--- config.mk ---
export PLATFORM = sky130hd
export DESIGN_NAME = phy_paged_regfile
export DESIGN_NICKNAME = d
export VERILOG_FILES = /design/src/rtl/phyreg_pkg.sv /design/src/rtl/phyreg_port_view.sv /design/src/rtl/phyreg_vendor_page.sv /design/src/rtl/phy_paged_regfile.sv
export SDC_FILE = /design/constraint.sdc
export NUM_CORES = 1
export LEC_CHECK = 0
export CAP_MARGIN = 20
export CORE_ASPECT_RATIO = 1.75
export CORE_MARGIN = 2
export CORE_UTILIZATION = 48
export CTS_CLUSTER_DIAMETER = 80
export DETAILED_ROUTE_END_ITERATION = 10
export GPL_TIMING_DRIVEN = 0
export MAX_ROUTING_LAYER = met4
export PLACE_DENSITY_LB_ADDON = 0.3
export SYNTH_ARGS = -nofsm -noshare
export SYNTH_HDL_FRONTEND = slang
export SYNTH_SLANG_ARGS = --single-unit
--- constraint.sdc ---
create_clock -name clk -period 1.55 [get_ports clk]
set_input_delay 0.31 -clock clk [delete_from_list [all_inputs] [get_ports clk]]
set_output_delay 0.31 -clock clk [all_outputs]
set_load 0.03 [all_outputs]
--- src/rtl/phyreg_pkg.sv ---
package phyreg_pkg;
    localparam int ADDR_W = 4;
    localparam int DATA_W = 8;
    localparam int PSEL_W = 5;
    localparam int PAGE_W = 3;
    localparam int SPD_W  = 3;

    localparam logic [ADDR_W-1:0] A_IDENT  = 4'd0;
    localparam logic [ADDR_W-1:0] A_CAPS   = 4'd1;
    localparam logic [ADDR_W-1:0] A_CTRL   = 4'd2;
    localparam logic [ADDR_W-1:0] A_SELECT = 4'd7;
    localparam logic [ADDR_W-1:0] A_WIN0   = 4'd8;
    localparam logic [ADDR_W-1:0] A_WIN1   = 4'd9;

    localparam logic [PAGE_W-1:0] PG_PORT   = 3'd0;
    localparam logic [PAGE_W-1:0] PG_VENDOR = 3'd7;

    localparam logic [SPD_W-1:0] SPD_TOP = 3'b010;

    typedef struct packed {
        logic [PAGE_W-1:0] page;
        logic [PSEL_W-1:0] port;
        logic [DATA_W-1:0] ctrl;
        logic              spd_ok;
        logic              rvalid;
        logic [DATA_W-1:0] rdata;
    } core_t;
endpackage

--- src/rtl/phyreg_port_view.sv ---
module phyreg_port_view
    import phyreg_pkg::*;
#(
    parameter int PORTS  = 2,
    parameter int STAT_W = 4
) (
    input  logic [PSEL_W-1:0]       port_sel,
    input  logic                    two_port,
    input  logic                    spd_ok,
    input  logic [PORTS*STAT_W-1:0] port_stat,
    input  logic [PORTS*SPD_W-1:0]  peer_spd,
    output logic [STAT_W-1:0]       stat_o,
    output logic [SPD_W-1:0]        spd_o,
    output logic                    present
);
    localparam logic [PSEL_W-1:0] PORTS_W = PSEL_W'(PORTS);

    logic [STAT_W-1:0] stat_a [PORTS];
    logic [SPD_W-1:0]  spd_a  [PORTS];
    logic [STAT_W-1:0] stat_raw;
    logic [SPD_W-1:0]  spd_raw;
    logic [PSEL_W-1:0] count;

    for (genvar i = 0; i < PORTS; i++) begin : g_split
        assign stat_a[i] = port_stat[i*STAT_W +: STAT_W];
        assign spd_a[i]  = peer_spd[i*SPD_W +: SPD_W];
    end

    always_comb begin
        stat_raw = '0;
        spd_raw  = '0;
        for (int i = 0; i < PORTS; i++) begin
            if (port_sel == PSEL_W'(i)) begin
                stat_raw = stat_a[i];
                spd_raw  = spd_a[i];
            end
        end
    end

    assign count   = two_port ? PORTS_W : PSEL_W'(1);
    assign present = port_sel < count;

    always_comb begin
        stat_o = present ? stat_raw : '0;
        if (!present || !spd_ok) begin
            spd_o = '0;
        end else if (spd_raw > SPD_TOP) begin
            spd_o = SPD_TOP;
        end else begin
            spd_o = spd_raw;
        end
    end
endmodule

--- src/rtl/phyreg_vendor_page.sv ---
module phyreg_vendor_page
    import phyreg_pkg::*;
#(
    parameter logic [23:0] PRODUCT_ID = 24'h3CA571
) (
    input  logic              clk,
    input  logic              rst_n,
    input  logic              bus_rst,
    input  logic              wr_en,
    input  logic [2:0]        wr_off,
    input  logic [1:0]        wr_lspd,
    input  logic [2:0]        rd_off,
    output logic [DATA_W-1:0] rd_val
);
    localparam logic [1:0] LSPD_RST = 2'b10;

    logic [1:0] lspd_d, lspd_q;

    always_comb begin
        lspd_d = lspd_q;
        if (wr_en && wr_off == 3'd0) begin
            lspd_d = wr_lspd;
        end
    end

    always_ff @(posedge clk or negedge rst_n) begin
        if (!rst_n) begin
            lspd_q <= LSPD_RST;
        end else begin
            lspd_q <= lspd_d;
        end
    end

    always_comb begin
        case (rd_off)
            3'd0:    rd_val = {6'b0, lspd_q};
            3'd5:    rd_val = PRODUCT_ID[23:16];
            3'd6:    rd_val = PRODUCT_ID[15:8];
            3'd7:    rd_val = PRODUCT_ID[7:0];
            default: rd_val = '0;
        endcase
    end

    // bus reset must not disturb the link speed
    p_lspd_keep_r10: assert property (@(posedge clk) disable iff (!rst_n)
        (bus_rst && !wr_en) |=> $stable(lspd_q));
endmodule

--- src/rtl/phy_paged_regfile.sv ---
module phy_paged_regfile
    import phyreg_pkg::*;
#(
    parameter int          PORTS      = 2,
    parameter int          STAT_W     = 4,
    parameter logic [23:0] PRODUCT_ID = 24'h3CA571
) (
    input  logic                    clk,
    input  logic                    rst_n,
    input  logic                    bus_rst,
    input  logic                    selfid_done,
    input  logic                    two_port,
    input  logic [2:0]              cfg_strap,
    input  logic [PORTS*STAT_W-1:0] port_stat,
    input  logic [PORTS*SPD_W-1:0]  peer_spd,
    input  logic                    req_valid,
    input  logic                    req_write,
    input  logic [ADDR_W-1:0]       req_addr,
    input  logic [DATA_W-1:0]       req_wdata,
    output logic                    rd_valid,
    output logic [DATA_W-1:0]       rd_data
);
    core_t d, q;

    logic              wr_stb, rd_stb;
    logic [STAT_W-1:0] pv_stat;
    logic [SPD_W-1:0]  pv_spd;
    logic              pv_present;
    logic [DATA_W-1:0] vnd_val;
    logic [DATA_W-1:0] rd_mux;
    logic [DATA_W-1:0] win_val;
    logic              vnd_wr;

    assign wr_stb = req_valid && req_write;
    assign rd_stb = req_valid && !req_write;
    assign vnd_wr = wr_stb && req_addr[3] && (q.page == PG_VENDOR);

    phyreg_port_view #(
        .PORTS (PORTS),
        .STAT_W(STAT_W)
    ) u_port_view (
        .port_sel (q.port),
        .two_port (two_port),
        .spd_ok   (q.spd_ok),
        .port_stat(port_stat),
        .peer_spd (peer_spd),
        .stat_o   (pv_stat),
        .spd_o    (pv_spd),
        .present  (pv_present)
    );

    phyreg_vendor_page #(
        .PRODUCT_ID(PRODUCT_ID)
    ) u_vendor (
        .clk    (clk),
        .rst_n  (rst_n),
        .bus_rst(bus_rst),
        .wr_en  (vnd_wr),
        .wr_off (req_addr[2:0]),
        .wr_lspd(req_wdata[1:0]),
        .rd_off (req_addr[2:0]),
        .rd_val (vnd_val)
    );

    // paged window decode
    always_comb begin
        win_val = '0;
        if (q.page == PG_PORT) begin
            if (req_addr == A_WIN0) begin
                win_val = DATA_W'(pv_stat);
            end else if (req_addr == A_WIN1) begin
                win_val = DATA_W'(pv_spd);
            end
        end else if (q.page == PG_VENDOR) begin
            win_val = vnd_val;
        end
    end

    // base decode
    always_comb begin
        if (req_addr[3]) begin
            rd_mux = win_val;
        end else begin
            case (req_addr)
                A_IDENT:  rd_mux = {3'b111, 1'b0, two_port ? 4'(PORTS) : 4'd1};
                A_CAPS:   rd_mux = {cfg_strap, 2'b00, SPD_TOP};
                A_CTRL:   rd_mux = q.ctrl;
                A_SELECT: rd_mux = {q.page, q.port};
                default:  rd_mux = '0;
            endcase
        end
    end

    always_comb begin
        d = q;
        if (wr_stb && req_addr == A_SELECT) begin
            d.page = req_wdata[7:5];
            d.port = req_wdata[4:0];
        end
        if (wr_stb && req_addr == A_CTRL) begin
            d.ctrl = req_wdata;
        end
        if (selfid_done) begin
            d.spd_ok = 1'b1;
        end
        if (bus_rst) begin
            d.ctrl   = '0;
            d.spd_ok = 1'b0;
        end
        d.rvalid = rd_stb;
        if (rd_stb) begin
            d.rdata = rd_mux;
        end
    end

    always_ff @(posedge clk or negedge rst_n) begin
        if (!rst_n) begin
            q <= '0;
        end else begin
            q <= d;
        end
    end

    assign rd_valid = q.rvalid;
    assign rd_data  = q.rdata;

    // one valid pulse per read, none otherwise
    p_rd_valid_r3: assert property (@(posedge clk) disable iff (!rst_n)
        rd_stb |=> rd_valid);
    p_rd_idle_r3: assert property (@(posedge clk) disable iff (!rst_n)
        !rd_stb |=> !rd_valid);

    // identity byte always carries the extended-set code
    p_ident_r1: assert property (@(posedge clk) disable iff (!rst_n)
        (rd_stb && req_addr == A_IDENT) |=> (rd_data[7:5] == 3'b111));

    // selection survives a bus reset
    p_sel_keep_r4: assert property (@(posedge clk) disable iff (!rst_n)
        (bus_rst && !(wr_stb && req_addr == A_SELECT)) |=> $stable({q.page, q.port}));

    // control register cleared by bus reset
    p_ctrl_clear_r5: assert property (@(posedge clk) disable iff (!rst_n)
        bus_rst |=> (q.ctrl == '0));

    // peer speed hidden right after a bus reset
    p_spd_hide_r7: assert property (@(posedge clk) disable iff (!rst_n)
        bus_rst |=> !q.spd_ok);

    // reported peer speed never exceeds the top code
    p_spd_cap_r8: assert property (@(posedge clk) disable iff (!rst_n)
        (rd_stb && req_addr == A_WIN1 && q.page == PG_PORT) |=> (rd_data[2:0] <= SPD_TOP));
endmodule

# Word level (Yosys, flattened, before mapping)

Cells that the tools add are included.

Register bits: 28
Input bits: 36
Output and inout bits: 9
Word-level logic and storage cells: 55

$lt $le $gt $ge: 2
Equal/unequal tests: 10
Mux-type cells: 19
Reductions and logical operators: 17

Operators with widths:

| kind                 | number |
|---|---|
| $pmux W8 S4          | 2 |
| $mux W8              | 4 |
| $mux W4              | 4 |
| $mux W3              | 5 |
| $eq A3 B3 Y1 const B | 4 |
| $mux W9              | 1 |
| $eq A4 B4 Y1 const B | 2 |
| $logic_and A1 B1 Y1  | 7 |
| $logic_not A3 Y1     | 2 |
| $eq A5 B1 Y1 const B | 1 |
| $logic_not A5 Y1     | 1 |
| $lt A5 B5 Y1         | 1 |
| $eq A4 B1 Y1 const B | 1 |
| $eq A4 B2 Y1 const B | 1 |
| $eq A4 B3 Y1 const B | 1 |
| $logic_not A4 Y1     | 1 |
| $mux W2              | 2 |
| $reduce_bool A2 Y1   | 2 |
| $gt A3 B2 Y1 const B | 1 |
| $logic_not A1 Y1     | 3 |
| $logic_or A1 B1 Y1   | 1 |
| $mux W1              | 1 |

# Depth between registers and ports, before layout

Gate-level depths: netlist of run 1.

Word-level depth: 10
Gate-level depth with buffers: 7
Mapped depth without buffers: 7

# Cells and area by module

Synthesis of run 1 repeated with hierarchy kept, for this count alone.

Cells, all modules: 168
Area, all modules: 1786.7 µm²

Modules (own cells, without submodules):

| module             | times used | cells an instance | area each (µm²) | seq. area each (µm²) |
|---|---|---|---|---|
| phy_paged_regfile  | 1          | 128               | 1421.4          | 650.6 |
| phyreg_port_view   | 1          | 24                | 198.9           | 0.0 |
| phyreg_vendor_page | 1          | 16                | 166.4           | 51.3 |

# Least setup slack after synthesis of run 1

No wires, ideal clock.

Kind: register -> register
From: reg q[19] (netlist name)
To: reg q (netlist bit rd_data[2])
Library setup time: 0.126 ns
Arrival: 1.258 ns
Data required time: 1.424 ns
Slack: 0.166 ns
Cell stages (with the launch flop): 6
Buffers on the path: 0
Period minus slack after synthesis: 1.384 ns
Path through: dfrtp_1 -> ha_1 -> o21ai_0 -> and4_1 -> nor3b_1 -> o32a_1

Cells in the longest elaborated chain, start to end: 10
Elaborated cells on any way between the ends: 17
Those cells by class: order compare (2); eq/ne (1); mux (11); reduce/logical (3)

Ends and longest elaborated chain:

| element                | RTL line                 | RTL |
|---|---|---|
| from (decl)            | phy_paged_regfile.sv:23  | `core_t d, q;` |
| from (signal assigned) | phy_paged_regfile.sv:118 | `q <= '0;` |
| from (signal assigned) | phy_paged_regfile.sv:120 | `q <= d;` |
| $logic_not A5 Y1       | phyreg_port_view.sv:33   | `if (port_sel == PSEL_W'(i)) begin` |
| $mux W3 (2 in series)  | phyreg_port_view.sv:33   |  |
| $gt A3 B2 Y1           | phyreg_port_view.sv:47   | `end else if (spd_raw > SPD_TOP) begin` |
| $mux W3                | phyreg_port_view.sv:47   |  |
| $mux W3                | phyreg_port_view.sv:45   | `if (!present \|\| !spd_ok) begin` |
| $mux W3                | phy_paged_regfile.sv:71  | `end else if (req_addr == A_WIN1) begin` |
| $mux W4 *              | phy_paged_regfile.sv:69  | `if (req_addr == A_WIN0) begin` |
| $mux W8 *              | phy_paged_regfile.sv:68  | `if (q.page == PG_PORT) begin` |
| $mux W8 *              | phy_paged_regfile.sv:81  | `if (req_addr[3]) begin` |

Mark *: on every way between the ends. The rest lies on a longest branch, timed or not.
A chain may end at the register's enable or synchronous reset.

# Final worst setup path of run 1

From: in req_addr[2]
To: reg q (netlist bit rd_data[0])

Cells in the longest elaborated chain, start to end: 5
Elaborated cells on any way between the ends: 17
Those cells by class: eq/ne (8); mux (7); reduce/logical (2)

Ends and longest elaborated chain:

| element                                       | RTL line                                          | RTL |
|---|---|---|
| from (decl)                                   | phy_paged_regfile.sv:18                           | `input logic [ADDR_W-1:0] req_addr,` |
| $eq A3 B3 Y1 (tied with other cells)          | phyreg_vendor_page.sv:35                          | `case (rd_off)` |
| $pmux W8 S4 / $mux W3 (equally long branches) | phyreg_vendor_page.sv:35, phy_paged_regfile.sv:71 |  |
| $mux W8 / $mux W4 (equally long branches)     | phy_paged_regfile.sv:74, phy_paged_regfile.sv:69  |  |
| $mux W8                                       | phy_paged_regfile.sv:68                           |  |
| $mux W8 *                                     | phy_paged_regfile.sv:81                           |  |

Marks and branches as above.

==> metrics.txt, run 1 <==
Ports=45; DR vias/cell=5.512; pwr dens=766.8 nW/um2; initial antenna violation count=0; Crit Path Class=input pin to register; R2R depth=6; Clk pin slew, worst setup/hold paths=0.09 ns; startpoint types=input pin; Starting Density=50.15%; total grt overflow=0; worst-margin pin slew=0.6653 ns; fillers=297; total number of vias=1433; Finished Core Util=67.93%; Die X=48.81 um; total CTS buffers=3; final setup vio count=0; number of synthesized flops with an enable pin=0; die height=82.42 um; commonest non-fill, non-tap cells in the layout=28 x clkdlybuf4s50_1, 27 x dfrtp_1, 20 x nor2_1; Worst-Skew Late Latency=0.27 ns; P&R area growth vs syn=35.46%; n_diodes=0; DR iter-0 viols=38; status=finished clean; Nets=253; CTS tree=built; Synth Instances=164; Top delay family on crit path=buffers and inverters; H-tree depth=1; DRC errors left=0; I/O Buffers=43; Worst Hold Class=input pin to register; Netlist cell types=46; final WL=3971 um; post-layout minimum cycle time=1.474 ns; first-pass GRT wire length=6768 um; skew final=0.004401 ns; Post-DRT Antenna Nets=0; Slowest cell on crit path=dlygate4sd2_1; Core Box Area=3363 um2; worst setup path end=rd_data[0]; Total GRT Usage=22.35%; Slew headroom=55.51%; register-to-register setup slack=0.08 ns; Final Max Tran Viols=0; # clock sinks=28; standard-cell rows=28; Post-synth ARST share=100.0%; r2r startpoint=q[19]; number of max-cap violations=0; Seq/Total Area, Yosys=41.62%; CTS Buffer Depth=2; Buffers & Inverters on Critical Path=3; commonest non-fill, non-tap cell in the layout=clkdlybuf4s50_1; endpoint class of the critical path=register; critical path arrival=1.67 ns; DRT Pass-1 Iters=4; post-place setup slack=-0.5005 ns; Yosys reg bits=28; critical path's largest stage delay=0.27 ns; Setup TNS=0 ns; Worst Setup Slack, final=0.07585 ns; yosys warns=0; ys flop type=dfrtp_1; Max IR drop VDD=0.7391 mV; Post-Syn Area=1687 um2; critical path depth=8; hold_buf cts=0; Post-DP HPWL=3301 um; number of global-route vias before repair=1549; layout cells sized above 1=20.00%; Mean Syn Cell Area=10.28 um2; Root Buffer=clkbuf_8; die area=4023 um2; Post-Syn Nets=201; worst r2r dst=rd_data[3]; WL per Instance=15.27 um; Crit path required time=1.74 ns; Max Fclk=678.4 MHz; cell breakdown of the critical path=dlygate4sd2_1 -> buf_6 -> buf_4 -> nor2_1 -> nand3_1 -> o32ai_2 -> a21oi_1 -> a211oi_2; largest net degree at the start of global routing=16; GPL Wtd Cong=0.9188; Crit Path Max Fanout=5; critical path launch point=req_addr[2]; Leak Pwr=1.010 nW; final worst-path cycle share=95.11%; Final Hold Fails=0
worst min path at each step:
stage	cells after the start	endpoint	startpoint
after global routing	2	q[15]	bus_rst
after global placement	2	rd_data[4]	rd_data[4]
after CTS	2	q[16]	bus_rst
after floorplan	0	q[10]	rst_n
final	2	q[16]	bus_rst
after detailed placement	1	rd_data[7]	rd_data[7]
per-stage QoR:
step	hold slack [ns]	instance area (um2)	power, mW	cells
floorplan	0.01441	1687	1.127	164
global placement	0.4713	2173	1.327	252
detailed placement	0.4808	2188	1.349	253
CTS	0.4221	2256	1.736	261
global route	0.4629	2285	1.838	260
finish	0.4027	2285	1.752	260
area by class of cell:
| type | count | area [um2] | share of cell area, % |
|---|---|---|---|
| inverter | 4 | 15.01 | 0.6572 |
| sequential | 28 | 701.9 | 30.72 |
| tap | 45 | 56.30 | 2.464 |
| buffer | 16 | 127.6 | 5.586 |
| clock buffer | 4 | 45.04 | 1.972 |
| timing repair buffer | 49 | 464.2 | 20.32 |
| multi-input combinational | 114 | 874.6 | 38.28 |
logic make-up (layout without fill, tap and decap cells):
logic type	count (synthesis)	count (layout)	synth area share, %
adders and majority gates	1	1	0.7417
xor gates and xnor gates	1	1	0.5194
and+or+nand+nor	58	58	19.14
buffers and inverters	22	73	9.049
muxes	24	24	15.13
DFF	28	28	41.62
AOI/OAI and AO/OA	30	30	13.80
cells in the mapped netlist, drive strengths merged, types with 2 or more instances:
library cell | number | area (um2)
a211oi | 2 | 20.02
a21oi | 3 | 15.01
a221oi | 3 | 26.28
a22oi | 3 | 22.52
and2 | 2 | 15.02
and3 | 4 | 30.03
buf | 15 | 126.4
clkbuf | 3 | 11.26
dfrtp | 27 | 675.7
inv | 4 | 15.01
mux2 | 12 | 135.1
mux2i | 12 | 120.1
nand2 | 6 | 22.52
nand2b | 3 | 18.77
nand3 | 4 | 20.02
nand4 | 2 | 12.51
nor2 | 20 | 75.07
nor2b | 4 | 25.02
nor3 | 7 | 50.05
nor3b | 2 | 15.01
o21a | 2 | 15.01
o21ai | 5 | 25.02
o221ai | 2 | 17.52
o2bb2ai | 3 | 26.28
power breakdown:
part           switching, mW  internal, mW  leakage, nW
registers             0.0512         0.798        0.363
clock network          0.214         0.184       0.0228
logic                  0.243         0.262        0.625
state kept, by name, summed over array words and instances (netlist names):
name	cells
rd_valid	1
rd_data	8
q	17
u_vendor.lspd_q	2
layer usage:
layer,share of wire (%),routed length (um),vias up,global-route usage [%]
li1,-,-,690,-
met4,3.6,143,0,12.86
met1,38,1513,689,22.55
met2,54,2149,41,41.37
met3,4.1,164,13,3.058
met5,0,0,-,-
what timing repair did:
action | in CTS | in global routing
buffers inserted | 4 | 1
setup endpoints to repair | 35 | 17
pin swaps | 1 | 2
resized for setup | 17 | 13
No activity file was read; power rests on OpenSTA's default activity.
==> run 2: changes to the inputs <==
Settings changed: CORE_ASPECT_RATIO 1.75 to 0.8.
==> run 2 against run 1 <==
Effect of this change:
- via count rose by 2.0%
- die area fell by 0.39%
- hold slack got worse by 0.0036 ns
- clock skew rose by 0.0013 ns
- worst setup slack got worse by 0.053 ns
- register-to-register slack barely moved
- clock power rose by 46%
- final area rose by 0.27%
- non-clock buffer count did not move
- critical path depth fell by 4
- global-route usage fell by 0.56 points
- sequential share of layout area fell by 0.084 points
- critical path type unchanged
- largest cell class unchanged
- highest routed layer unchanged
==> metrics.txt, run 2 (same netlist as run 1, synthesis figures left out) <==
skew final=0.005668 ns; Final Max Tran Viols=0; total grt overflow=0; Crit path required time=1.72 ns; P&R area growth vs syn=35.83%; status=finished clean; n_diodes=0; die height=57.02 um; Crit Path Class=input pin to register; Hold Path Sink=q[17]; Clk pin slew, worst setup/hold paths=0.10 ns; Slew headroom=57.21%; final setup vio count=0; worst-margin pin slew=0.6399 ns; first-pass GRT wire length=6651 um; I/O Buffers=43; Post-DRT Antenna Nets=0; Leak Pwr=1.009 nW; largest net degree at the start of global routing=17; critical path arrival=1.70 ns; total CTS buffers=3; placed cell area=2185 um2; Max Fclk=655.0 MHz; max reg flops=17; RSZ-0062 raised after global routing=true; commonest non-fill, non-tap cell in the layout=clkdlybuf4s50_1; post-place setup slack=-0.4927 ns; r2r startpoint=q[19]; startpoint types=input pin; Finished Core Util=67.39%; Starting Density=49.61%; total number of vias=1461; GPL Wtd Cong=0.8695; Worst Hold Class=input pin to register; DRT Pass-1 Iters=4; number of global-route vias before repair=1434; hold slack=0.3991 ns; pwr dens=844.8 nW/um2; Total GRT Usage=21.80%; number of max-cap violations=0; final WL=4244 um; Core Box Area=3400 um2; final design area excluding fillers=2291 um2; layout cells sized above 1=19.07%; H-tree depth=1; Nets=253; Ports=45; initial antenna violation count=0; largest reg by FF count=q; worst r2r dst=rd_data[3]; final worst-path cycle share=98.50%; endpoint class of the critical path=register; CTS tree=built; commonest non-fill, non-tap cells in the layout=29 x clkdlybuf4s50_1, 27 x dfrtp_1, 20 x nor2_1; die area=4007 um2; Crit Path Max Fanout=7; register-to-register setup slack=0.07 ns; worst hold path depth=2; Worst Setup Slack, final=0.02327 ns; R2R depth=6; Final Hold Fails=0; standard-cell rows=19; Total Power=1.935 mW; Die X=70.28 um; WL per Instance=16.51 um; Post-DP HPWL=3183 um; HP Start=bus_rst; Worst-Skew Late Latency=0.28 ns; DRC errors left=0; post-layout minimum cycle time=1.527 ns; Root Buffer=clkbuf_8; Top Registers=q: 17 flops, rd_data: 8 flops, u_vendor.lspd_q: 2 flops; Max IR drop VDD=0.7755 mV; DR iter-0 viols=134; CTS Buffer Depth=2; DR vias/cell=5.685; # clock sinks=28
[run 2: final cells by class]
type | count | area [um2]
Clock buffer | 3 | 41.29
Tap cell | 42 | 52.55
Sequential cell | 28 | 701.9
Clock inverter | 1 | 30.03
Fill cell | 273 | 1109
Multi-Input combinational cell | 114 | 855.8
Buffer | 17 | 136.4
Inverter | 4 | 15.01
Timing Repair Buffer | 48 | 457.9
[run 2: per-stage QoR]
stage | std cells | setup TNS, ns
5_1_grt | 257 | -0.04926
4_1_cts | 257 | 0
6_report | 257 | 0
3_3_place_gp | 249 | -15.77
3_5_place_dp | 250 | -11.19
2_1_floorplan | 164 | 0
[run 2: worst max path at each step]
stage	start	end	slack, ns	depth (start not counted)
2_1_floorplan	q[19]	rd_data[2]	0.17	5
3_3_place_gp	req_addr[1]	q[19]	-0.46	5
3_5_place_dp	req_addr[1]	q[19]	-0.49	5
4_1_cts	q[19]	rd_data[2]	0.008	5
5_1_grt	req_addr[0]	u_vendor.lspd_q[0]	-0.02	6
6_report	req_write	rd_data[2]	0.02	4
[run 2: report_power, final]
part,switching [mW],total (mW),internal [mW]
Sequential,0.0562,0.854,0.798
Combinational,0.244,0.501,0.256
Clock,0.234,0.581,0.346
Total,0.535,1.94,1.40
[run 2: timing repair]
action,in CTS,in global routing
gates resized for setup,15,7
pin swaps,2,1
hold buffers,0,0
cloned,0,0
setup endpoints to repair,35,6
setup buffers,3,1
[run 2: per-layer routing]
metal	global-route usage, %	wire (um)	vias to the layer above
met3	5.300	265	4
met1	26.51	1806	708
met2	37.06	2135	58
met4	4.945	36	0
li1	-	-	691
met5	-	0	-
[run 2: critical path, stage by stage]
cell and delay (ns):
clkdlybuf4s50_1 0.45, nand2b_2 0.27, a221o_1 0.32, o32a_1 0.34
==> run 3: changes to the inputs <==
Settings changed: SETUP_SLACK_MARGIN set to 0.15.
==> run 3 against run 2 <==
Effect of this change:
- clock skew is 0.00090 ns lower
- first-iteration DRC count fell by 13%
- wire length increased by 10%
- critical path type is now register to register
- sequential share of layout area decreased by 1.7 points
- combinational power up 14%
- critical endpoint unchanged
- power up 3.8%
- core utilization up 4.0 points
- largest cell class unchanged
- non-clock buffer count is 11 higher
- die area unchanged
- via count rose by 5.4%
- register-to-register slack about the same
- cell count up 4.3%
==> metrics.txt, run 3 (same netlist as run 1, synthesis figures left out) <==
Worst Hold Class=input pin to register; DRT Pass-1 Iters=4; largest reg by FF count=q; # clock sinks=28; first-pass GRT wire length=7148 um; Clk pin slew, worst setup/hold paths=0.10 ns; total grt overflow=0; R2R depth=5; status=finished clean; Ports=45; Leak Pwr=1.068 nW; Final Hold Fails=0; Crit path required time=1.77 ns; post-layout minimum cycle time=1.492 ns; Core Box Area=3400 um2; number of max-cap violations=0; pwr dens=827.2 nW/um2; Hold Path Sink=q[17]; worst hold path depth=2; Reg power frac=42.8%; total number of vias=1540; die area=4007 um2; skew final=0.004773 ns; critical path arrival=1.72 ns; largest net degree at the start of global routing=17; Max Fclk=670.3 MHz; total CTS buffers=3; worst r2r dst=rd_data[2]; switching share of power=28.06%; Max IR drop VDD=0.8164 mV; WL per Instance=17.49 um; P&R area growth vs syn=43.99%; Slew headroom=56.64%; endpoint class of the critical path=register; DR iter-0 viols=116; H-tree depth=1; Post-DRT Antenna Nets=0; cell internal pwr=1.445 mW; HP Start=bus_rst; Non-Filler Instances=268; Top Registers=q: 17 flops, rd_data: 8 flops, u_vendor.lspd_q: 2 flops; hold slack=0.3945 ns; max reg flops=17; CTS tree=built; Finished Core Util=71.44%; Crit Path Max Fanout=6; CTS Buffer Depth=2; standard-cell rows=19; layout cells sized above 1=33.63%; switching component of the power=563.6 uW; final setup vio count=0; commonest non-fill, non-tap cells in the layout=27 x clkdlybuf4s50_1, 27 x dfrtp_1, 22 x buf_4; Starting Density=49.61%; RSZ-0062 raised after global routing=true; final WL=4688 um; Total GRT Usage=23.45%; post-place setup slack=-0.4927 ns; number of global-route vias before repair=1524; placed insts=250; Die X=70.28 um; r2r startpoint=q[25]; die height=57.02 um; DRC errors left=0; Final Max Tran Viols=0; Nets=264; hold_buf cts=0; startpoint types=register; initial antenna violation count=0; Worst-Skew Late Latency=0.28 ns; Root Buffer=clkbuf_8; n_diodes=0; DR vias/cell=5.746; register-to-register setup slack=0.06 ns; Worst Setup Slack, final=0.05822 ns; final worst-path cycle share=96.24%; clock network fraction of design power=28.9%; Crit Path Class=register to register; combinational power share=28.4%; I/O Buffers=43; Post-DP HPWL=3183 um; worst-margin pin slew=0.6484 ns; GPL Wtd Cong=0.8695
## run 3: cell count changes in the layout (fill, tap and decap cells not counted), sizes merged
cell           delta
buf              +19
clkbuf            +2
clkdlybuf4s15     +2
clkdlybuf4s50     -2
clkinvlp          +1
dlygate4sd2      -11
dlymetal6s2s      +1
inv               -1
## run 3: routing by layer
layer | up-vias | GRT usage [%] | wire length, um
li1 | 709 | - | -
met1 | 746 | 27.33 | 1915
met2 | 73 | 40.30 | 2339
met3 | 12 | 6.007 | 339
met4 | 0 | 6.868 | 93
met5 | - | - | 0
## run 3: area by class of cell
| class | count | area (um2) |
|---|---|---|
| plain buffers | 18 | 158.9 |
| well taps | 42 | 52.55 |
| repair buffers | 58 | 505.5 |
| clock inverters | 1 | 30.03 |
| flip-flops and latches | 28 | 701.9 |
| clock buffers | 3 | 41.29 |
| fillers | 240 | 970.9 |
| multi-input cells | 114 | 919.6 |
| inverters | 4 | 18.77 |
## run 3: per-stage QoR
step,area (um2),total power [mW],TNS [ns]
after detailed placement,2185,1.353,-11.19
after global routing,2429,2.110,0
after CTS,2362,1.963,0
after floorplan,1687,1.127,0
after global placement,2170,1.327,-15.77
final,2429,2.009,0
## run 3: power by group through the flow
| stage | clock, mW | combinational (mW) | sequential [mW] |
|---|---|---|---|
| finish | 0.580 | 0.570 | 0.859 |
| global route | 0.631 | 0.612 | 0.866 |
| CTS | 0.586 | 0.525 | 0.852 |
| detailed placement | 0 | 0.488 | 0.865 |
| global placement | 0 | 0.469 | 0.858 |
| floorplan | 0 | 0.278 | 0.849 |
## run 3: worst max-delay path: stages (launching register included)
cell and delay [ns]:
dfrtp_1 0.44, and3_4 0.21, buf_6 0.12, nand3_2 0.12, nor3_1 0.33, o32a_1 0.22
## run 3: how the worst max path moves through the flow
stage / end / slack (ns) / startpoint
finish: rd_data[2] / 0.06 / q[25]
global placement: q[19] / -0.46 / req_addr[1]
floorplan: rd_data[2] / 0.17 / q[19]
CTS: rd_data[2] / 0.08 / q[19]
global route: rd_data[2] / 0.02 / q[24]
detailed placement: q[19] / -0.49 / req_addr[1]
## run 3: timing repair
action	in CTS	in global routing
cloned	0	0
endpoints found under the setup margin	35	32
buffers inserted	6	8
gates resized for setup	53	35
pin swaps	9	6
